--- src/rtl/sdram_init_pkg.sv ---
package sdram_init_pkg;

  typedef enum logic [3:0] {
    CMD_MRS = 4'b0000,
    CMD_REF = 4'b0001,
    CMD_PRE = 4'b0010,
    CMD_NOP = 4'b0111
  } cmd_e;

  typedef enum logic [2:0] {
    ST_WAIT,
    ST_PRE,
    ST_TRP,
    ST_REF,
    ST_TRFC,
    ST_MRS,
    ST_TMRD,
    ST_DONE
  } st_e;

  function automatic logic [13:0] mode_word(logic [6:0] opt, logic [2:0] cl,
                                            logic wrap, logic [2:0] bl);
    return {opt, cl, wrap, bl};
  endfunction

endpackage

--- src/rtl/sdram_gap_timer.sv ---
module sdram_gap_timer #(
  parameter int CNT_W   = 16,
  parameter int RST_VAL = 0
) (
  input  logic             clk_i,
  input  logic             rst_ni,
  input  logic             load_i,
  input  logic [CNT_W-1:0] load_val_i,
  output logic             zero_o
);

  logic [CNT_W-1:0] cnt_q;

  always_ff @(posedge clk_i or negedge rst_ni) begin
    if (!rst_ni)            cnt_q <= CNT_W'(RST_VAL);
    else if (load_i)        cnt_q <= load_val_i;
    else if (cnt_q != '0)   cnt_q <= cnt_q - 1'b1;
  end

  assign zero_o = (cnt_q == '0);

  // an expired gap stays expired until reloaded
  assert_zero_hold_R3: assert property (@(posedge clk_i) disable iff (!rst_ni)
    (zero_o && !load_i) |=> zero_o);

endmodule

--- src/rtl/sdram_cmd_drive.sv ---
module sdram_cmd_drive
  import sdram_init_pkg::*;
#(
  parameter logic [13:0] MODE_WORD = 14'h0
) (
  input  st_e         state_i,
  output logic        cke_o,
  output logic        cs_no,
  output logic        ras_no,
  output logic        cas_no,
  output logic        we_no,
  output logic [13:0] addr_o,
  output logic [1:0]  ba_o
);

  cmd_e cmd;

  always_comb begin
    cmd    = CMD_NOP;
    addr_o = '0;
    unique case (state_i)
      ST_PRE: begin cmd = CMD_PRE; addr_o = 14'h0400; end
      ST_REF: cmd = CMD_REF;
      ST_MRS: begin cmd = CMD_MRS; addr_o = MODE_WORD; end
      default: ;
    endcase
  end

  assign {cs_no, ras_no, cas_no, we_no} = cmd;
  assign cke_o = 1'b1;
  assign ba_o  = '0;

endmodule

--- src/rtl/sdram_init_seq.sv ---
module sdram_init_seq
  import sdram_init_pkg::*;
#(
  parameter int         CLK_MHZ  = 100,
  parameter int         WAIT_US  = 200,
  parameter int         N_REF    = 8,
  parameter int         T_RP     = 3,
  parameter int         T_RFC    = 8,
  parameter int         T_MRD    = 2,
  parameter logic [6:0] MODE_OPT = 7'd0,
  parameter logic [2:0] CAS_LAT  = 3'd3,
  parameter logic       WRAP_IL  = 1'b0,
  parameter logic [2:0] BURST    = 3'd3
) (
  input  logic        clk_i,
  input  logic        rst_ni,
  output logic        cke_o,
  output logic        cs_no,
  output logic        ras_no,
  output logic        cas_no,
  output logic        we_no,
  output logic [13:0] addr_o,
  output logic [1:0]  ba_o,
  output logic        ready_o
);

  localparam int WAIT_CYC  = CLK_MHZ * WAIT_US;
  localparam int GAP_MAX   = (T_RFC > T_RP) ? ((T_RFC > T_MRD) ? T_RFC : T_MRD)
                                            : ((T_RP > T_MRD) ? T_RP : T_MRD);
  localparam int CNT_MAX   = (WAIT_CYC > GAP_MAX) ? WAIT_CYC : GAP_MAX;
  localparam int CNT_W     = $clog2(CNT_MAX + 1);
  localparam int REF_W     = $clog2(N_REF + 1);
  localparam logic [13:0] MODE_WORD = mode_word(MODE_OPT, CAS_LAT, WRAP_IL, BURST);

  st_e              state_q, state_d;
  logic [REF_W-1:0] ref_cnt_q;
  logic             gap_done;
  logic             tmr_load;
  logic [CNT_W-1:0] tmr_val;

  // gap reload on leaving each command state
  always_comb begin
    tmr_load = 1'b1;
    unique case (state_q)
      ST_PRE:  tmr_val = CNT_W'(T_RP - 2);
      ST_REF:  tmr_val = CNT_W'(T_RFC - 2);
      ST_MRS:  tmr_val = CNT_W'(T_MRD - 1);
      default: begin tmr_val = '0; tmr_load = 1'b0; end
    endcase
  end

  sdram_gap_timer #(
    .CNT_W  (CNT_W),
    .RST_VAL(WAIT_CYC - 1)
  ) u_timer (
    .clk_i     (clk_i),
    .rst_ni    (rst_ni),
    .load_i    (tmr_load),
    .load_val_i(tmr_val),
    .zero_o    (gap_done)
  );

  always_comb begin
    state_d = state_q;
    unique case (state_q)
      ST_WAIT: if (gap_done) state_d = ST_PRE;
      ST_PRE:  state_d = ST_TRP;
      ST_TRP:  if (gap_done) state_d = ST_REF;
      ST_REF:  state_d = ST_TRFC;
      ST_TRFC: if (gap_done) state_d = (ref_cnt_q == REF_W'(N_REF)) ? ST_MRS : ST_REF;
      ST_MRS:  state_d = ST_TMRD;
      ST_TMRD: if (gap_done) state_d = ST_DONE;
      ST_DONE: state_d = ST_DONE;
      default: state_d = ST_WAIT;
    endcase
  end

  always_ff @(posedge clk_i or negedge rst_ni) begin
    if (!rst_ni) begin
      state_q   <= ST_WAIT;
      ref_cnt_q <= '0;
    end else begin
      state_q <= state_d;
      if (state_q == ST_REF) ref_cnt_q <= ref_cnt_q + 1'b1;
    end
  end

  sdram_cmd_drive #(
    .MODE_WORD(MODE_WORD)
  ) u_drive (
    .state_i(state_q),
    .cke_o  (cke_o),
    .cs_no  (cs_no),
    .ras_no (ras_no),
    .cas_no (cas_no),
    .we_no  (we_no),
    .addr_o (addr_o),
    .ba_o   (ba_o)
  );

  assign ready_o = (state_q == ST_DONE);

  logic [3:0] cmd_pins;
  assign cmd_pins = {cs_no, ras_no, cas_no, we_no};

  assert_pre_all_R2: assert property (@(posedge clk_i) disable iff (!rst_ni)
    (cmd_pins == CMD_PRE) |-> addr_o[10]);

  assert_ref_gap_R4: assert property (@(posedge clk_i) disable iff (!rst_ni)
    (cmd_pins == CMD_REF) |=> (cmd_pins == CMD_NOP));

  assert_ref_total_R4: assert property (@(posedge clk_i) disable iff (!rst_ni)
    (cmd_pins == CMD_MRS) |-> (ref_cnt_q == REF_W'(N_REF)));

  assert_mode_word_R6: assert property (@(posedge clk_i) disable iff (!rst_ni)
    (cmd_pins == CMD_MRS) |-> (addr_o == MODE_WORD));

  assert_mrs_quiet_R7: assert property (@(posedge clk_i) disable iff (!rst_ni)
    (cmd_pins == CMD_MRS) |=> (cmd_pins == CMD_NOP && !ready_o));

  assert_ready_sticky_R7: assert property (@(posedge clk_i) disable iff (!rst_ni)
    ready_o |=> ready_o);

  assert_ready_idle_R7: assert property (@(posedge clk_i) disable iff (!rst_ni)
    ready_o |-> (cmd_pins == CMD_NOP));

endmodule

--- config.mk ---
export PLATFORM = sky130hd
export DESIGN_NAME = sdram_init_seq
export DESIGN_NICKNAME = d
export VERILOG_FILES = /design/src/rtl/sdram_init_pkg.sv /design/src/rtl/sdram_gap_timer.sv /design/src/rtl/sdram_cmd_drive.sv /design/src/rtl/sdram_init_seq.sv
export SDC_FILE = /design/constraint.sdc
export NUM_CORES = 1
export LEC_CHECK = 0
export BUFFER_PORTS_ARGS = -buffer_cell sky130_fd_sc_hd__buf_2
export CORE_MARGIN = 10
export CORE_UTILIZATION = 32
export CTS_BUF_LIST = sky130_fd_sc_hd__clkbuf_8
export DETAILED_ROUTE_END_ITERATION = 8
export HOLD_SLACK_MARGIN = 0.05
export PLACE_DENSITY = 0.57
export SETUP_SLACK_MARGIN = 0.15
export SLEW_MARGIN = 40
export SYNTH_ARGS = -nofsm -noshare
export SYNTH_HDL_FRONTEND = slang
export SYNTH_SLANG_ARGS = --single-unit
export TNS_END_PERCENT = 20
--- constraint.sdc ---
create_clock -name clk_i -period 1.67 [get_ports clk_i]
set_input_delay 0.2505 -clock clk_i [delete_from_list [all_inputs] [get_ports clk_i]]
set_output_delay 0.2505 -clock clk_i [all_outputs]
set_load 0.01 [all_outputs]
==> flow_results.org <==
** Yosys
- Largest area contributor in the synthesized netlist :: sky130_fd_sc_hd__dfrtp_1
- Fraction of the mapped netlist area in adder cells :: 2.757%
- A synthesized cell averages 9.454 µm².
- Warnings from Yosys :: 0
- Area fraction in and, or, nand and nor cells after synthesis :: 25.92%
- Mapped Cells :: 144
- Unique cell type count in the Yosys netlist :: 41
- Yosys reg bits :: 22
- After Yosys synthesis, XOR and XNOR cells account for 3.217% of the synthesized area.
- Register area share after synthesis :: 41.27%
- Of all flip-flops after synthesis, the portion carrying an async set or reset was 100.0%.
- Compound-Gate Fraction of Synth Area :: 13.88%
- In this run, synthesis inferred 0 flip-flops with an integrated enable.
- Most numerous cell types in the synthesized netlist :: sky130_fd_sc_hd__buf_4 (16), sky130_fd_sc_hd__dfrtp_1 (13), sky130_fd_sc_hd__a21oi_1 (10), sky130_fd_sc_hd__dfstp_2 (9), sky130_fd_sc_hd__nand2_1 (9)
- In the synthesized netlist the dominant register cell turns out to be sky130_fd_sc_hd__dfrtp_1.
- Synth Cell Area :: 0.001361 mm²
- The most common cell in the synthesized netlist is sky130_fd_sc_hd__buf_4.
- Largest cells by area after synthesis :: sky130_fd_sc_hd__dfrtp_1 (24%), sky130_fd_sc_hd__dfstp_2 (17%), sky130_fd_sc_hd__buf_4 (8.8%)
- Summed over its instances, the top area cell type makes up 23.90% of the synthesized netlist area.
- Largest family of logic cells by synthesized area :: simple AND/OR/NAND/NOR gates
- Multiplexer share of the synthesized area :: 0%

** Clock network
- Clock-pin slew was measured on the worst setup and hold paths at 0.08 ns.
- H-tree Lvls :: 1
- Bufs on Longest Clock Path :: 2
- Worst skew pair latency :: 0.26 ns
- Number of clock sinks :: 22
- Buffers inserted during clock tree synthesis total 3.
- TritonCTS clock tree :: done
- The cell sitting at the root of the clock tree is a sky130_fd_sc_hd__clkbuf_8.

** Pwr
- LEAKAGE :: 0.8078 nW
- The worst-case IR drop observed on VDD is 0.4065 mV.
- Total power per unit cell area :: 532.8 mW/mm²

** Global routing
- Across every metal layer, demand over resource in global routing totals 8.888%.
- First-pass GRT wire length :: 5506 µm
- The number of antenna violations at the first check in global routing is 0.
- Vias in the first global route :: 1,189
- Largest net degree at the start of global routing :: 23
- Total overflow reported by the global router :: 0

** Routing
- The first detailed-routing pass took 4 iterations.
- Post-detailed-route wirelength per cell :: 13.99 µm
- Drt drc :: 0
- For this block, the routed nets add up to 3287 µm of wire.
- Detailed routing inserted a total of 1,146 vias.
- Mean number of vias per cell :: 4.877
- Once detail routing completed, the nets flagged for antenna violations numbered 0.
- The detailed router finished its first iteration with 46 violations.

** Placement
- Dpl hpwl :: 2386 µm
- After detailed placement, the total cell area comes to 0.001594 mm².
- Placed cell count :: 224
- Before CTS, the worst setup slack after placement is -0.1412 ns.
- During placement, the flow inserted port buffers numbering 10.
- The congestion estimate from routability-driven global placement came to 0.8267.

** Min path
- The min-delay analysis places its worst path in the category reg2reg.
- Startpoint of the lowest-slack hold path :: ref_cnt_q[3]$_DFFE_PN0P_

** Floorplanning
- DIE WIDTH :: 85.23 µm
- The die covers 0.007263 mm².
- Die boundary height :: 85.23 µm
- Initial cell density of the core :: 33.55%
- Ports :: 24
- The floorplan has 23 rows.
- After floorplanning, the core was sized to cover 0.004058 mm².

** Finish
- Non-filler cells, final :: 235
- Filler cell count in the final layout :: 393
- Final-stage net count :: 191
- Ant. Diodes :: 0
- The post-route netlist has 45.95% of its cells at a drive strength greater than 1.
- Compared with the post-synthesis result, the final layout area differs by 31.07%.
- Once layout is done, the placed cells without fillers occupy 0.001784 mm².

** Critical path
- Arrival time worst endpoint :: 2.01 ns
- Required time of the critical path :: 1.87 ns
- Critical path peak fanout :: 4
- Ordered list of cells on the worst path :: buf_6, nor4_4, buf_4, nand2_1, or4_1, a21oi_2
- The worst register-to-register path begins at u_timer.cnt_q[6]$_DFFE_PN0P_.
- Library cell contributing the largest single delay on the critical path :: sky130_fd_sc_hd__or4_1
- Worst path max stage delay :: 0.50 ns
- Critical path origin :: u_timer.cnt_q[6]$_DFFE_PN0P_
- Category of the worst setup path capture point :: flop
- In this design, the largest share of critical-path delay is due to simple AND/OR/NAND/NOR gates.
- Together, buffers and inverters on the worst path number 2.
- The critical path in this run is classified as reg2reg.
- Category of the worst setup path launch point :: flop

** STA
- For the pin with the worst max-slew slack, the measured transition is 0.5150 ns.
- Worst Clk Skew :: 0.0007889 ns
- Headroom to the max-slew limit came out at 65.66%.
- Final period util :: 108.5%
- Setup violations remaining at the end of the flow were counted as 14.
- Unrepaired setup endpoints after global routing :: yes
- After layout, the worst setup slack is -0.1427 ns.
- Derived from the worst setup path, the maximum achievable clock frequency is 0.5517 GHz.
- After layout, the minimum clock period comes to 1.813 ns.
- Total negative slack :: -0.9982 ns
- Hold Fails Final Rpt :: 0
- Number of slew-limit violations in the final report :: 0

** Outcome
- The checks that failed: negative setup slack.
- Status :: finished with violations

** Flow run
- MaxCap Viol Count :: 0
## registers in the layout, indices dropped and copies added (netlist names)
register / flops
state_q: 3
u_timer.cnt_q: 15
ref_cnt_q: 4
## worst register-to-register path, stage by stage (launching register included)
cell and delay (ns):
sky130_fd_sc_hd__dfrtp_1 0.40, sky130_fd_sc_hd__buf_6 0.13, sky130_fd_sc_hd__nor4_4 0.31, sky130_fd_sc_hd__buf_4 0.19, sky130_fd_sc_hd__nand2_1 0.07, sky130_fd_sc_hd__or4_1 0.50
sky130_fd_sc_hd__a21oi_2 0.14
## where the power goes
part	switching (W)	leakage, nW	internal [W]	total, W
Sequential	0	0.256	0.000533	0.000533
Combinational	0.0000253	0.523	0.00000237	0.0000276
Clock	0.000179	0.0288	0.000210	0.000390
## cells in the final DEF, fill, tap and decap left out, types with 3 or more instances in the layout
cell type,n
sky130_fd_sc_hd__or4_4,4
sky130_fd_sc_hd__nand2b_1,4
sky130_fd_sc_hd__or4_1,3
sky130_fd_sc_hd__dfrtp_1,11
sky130_fd_sc_hd__buf_4,33
sky130_fd_sc_hd__buf_2,10
sky130_fd_sc_hd__o31ai_1,3
sky130_fd_sc_hd__clkbuf_8,4
sky130_fd_sc_hd__inv_1,5
sky130_fd_sc_hd__dfstp_2,9
sky130_fd_sc_hd__xnor2_1,4
sky130_fd_sc_hd__a21oi_1,8
sky130_fd_sc_hd__nor3_1,4
sky130_fd_sc_hd__o21ai_1,3
sky130_fd_sc_hd__nand2_1,9
sky130_fd_sc_hd__or3_1,6
sky130_fd_sc_hd__conb_1,13
sky130_fd_sc_hd__nor2_1,6
## kinds of logic after synthesis
family	count (synthesis)
buffers and inverters	27
other	2
flip-flops	22
AO/OA/AOI/OAI	29
AND/OR/NAND/NOR	56
adder cells (fa/ha/maj)	3
XOR/XNOR	5
## per-stage QoR
stage | hold slack, ns | total power, W | utilization, %
after global routing | 0.5146 | 0.0009880 | 43.97
final | 0.4796 | 0.0009506 | 43.97
after floorplan | -0.04509 | 0.0005784 | -
after CTS | 0.4849 | 0.0009633 | 42.43
after global placement | 0.2447 | 0.0005674 | 39.28
after detailed placement | 0.2557 | 0.0005680 | 39.28
## what timing repair did
action	4_1_cts	5_1_grt
hold buffers	1	0
pin swaps	2	9
resized for setup	7	13
setup buffers	3	3
cloned	0	0
setup endpoints to repair	22	25
endpoints found under the hold margin	13	0
## final timing paths
| kind | end | slack (ns) | depth (start not counted) |
|---|---|---|---|
| max | u_timer.cnt_q[8]$_DFFE_PN0P_ | -0.14 | 6 |
| min | ref_cnt_q[3]$_DFFE_PN0P_ | 0.48 | 1 |
| max reg2reg | u_timer.cnt_q[8]$_DFFE_PN0P_ | -0.14 | 6 |
| min reg2reg | ref_cnt_q[3]$_DFFE_PN0P_ | 0.48 | 1 |
| max in group asynchronous | state_q[1]$_DFFE_PN0P_ | 0.80 | 2 |
| min in group asynchronous | u_timer.cnt_q[12]$_DFFE_PN0P_ | 0.49 | 2 |
## cell type report
class / instances / area (µm²) / share of cell area [%]
inverters: 7 / 28.78 / 1.613
well taps: 50 / 62.56 / 3.506
flip-flops and latches: 22 / 564.3 / 31.63
repair buffers: 46 / 330.3 / 18.51
clock buffers: 4 / 55.05 / 3.086
multi-input cells: 106 / 743.2 / 41.66
## layer usage
layer	GRT usage (%)	up-vias	wire length, µm
met2	16.01	16	1667
met3	2.294	6	131
met4	2.994	0	40
met1	9.796	558	1447
met5	0	-	0
li1	-	566	-
(Power assumes the default switching activity.)
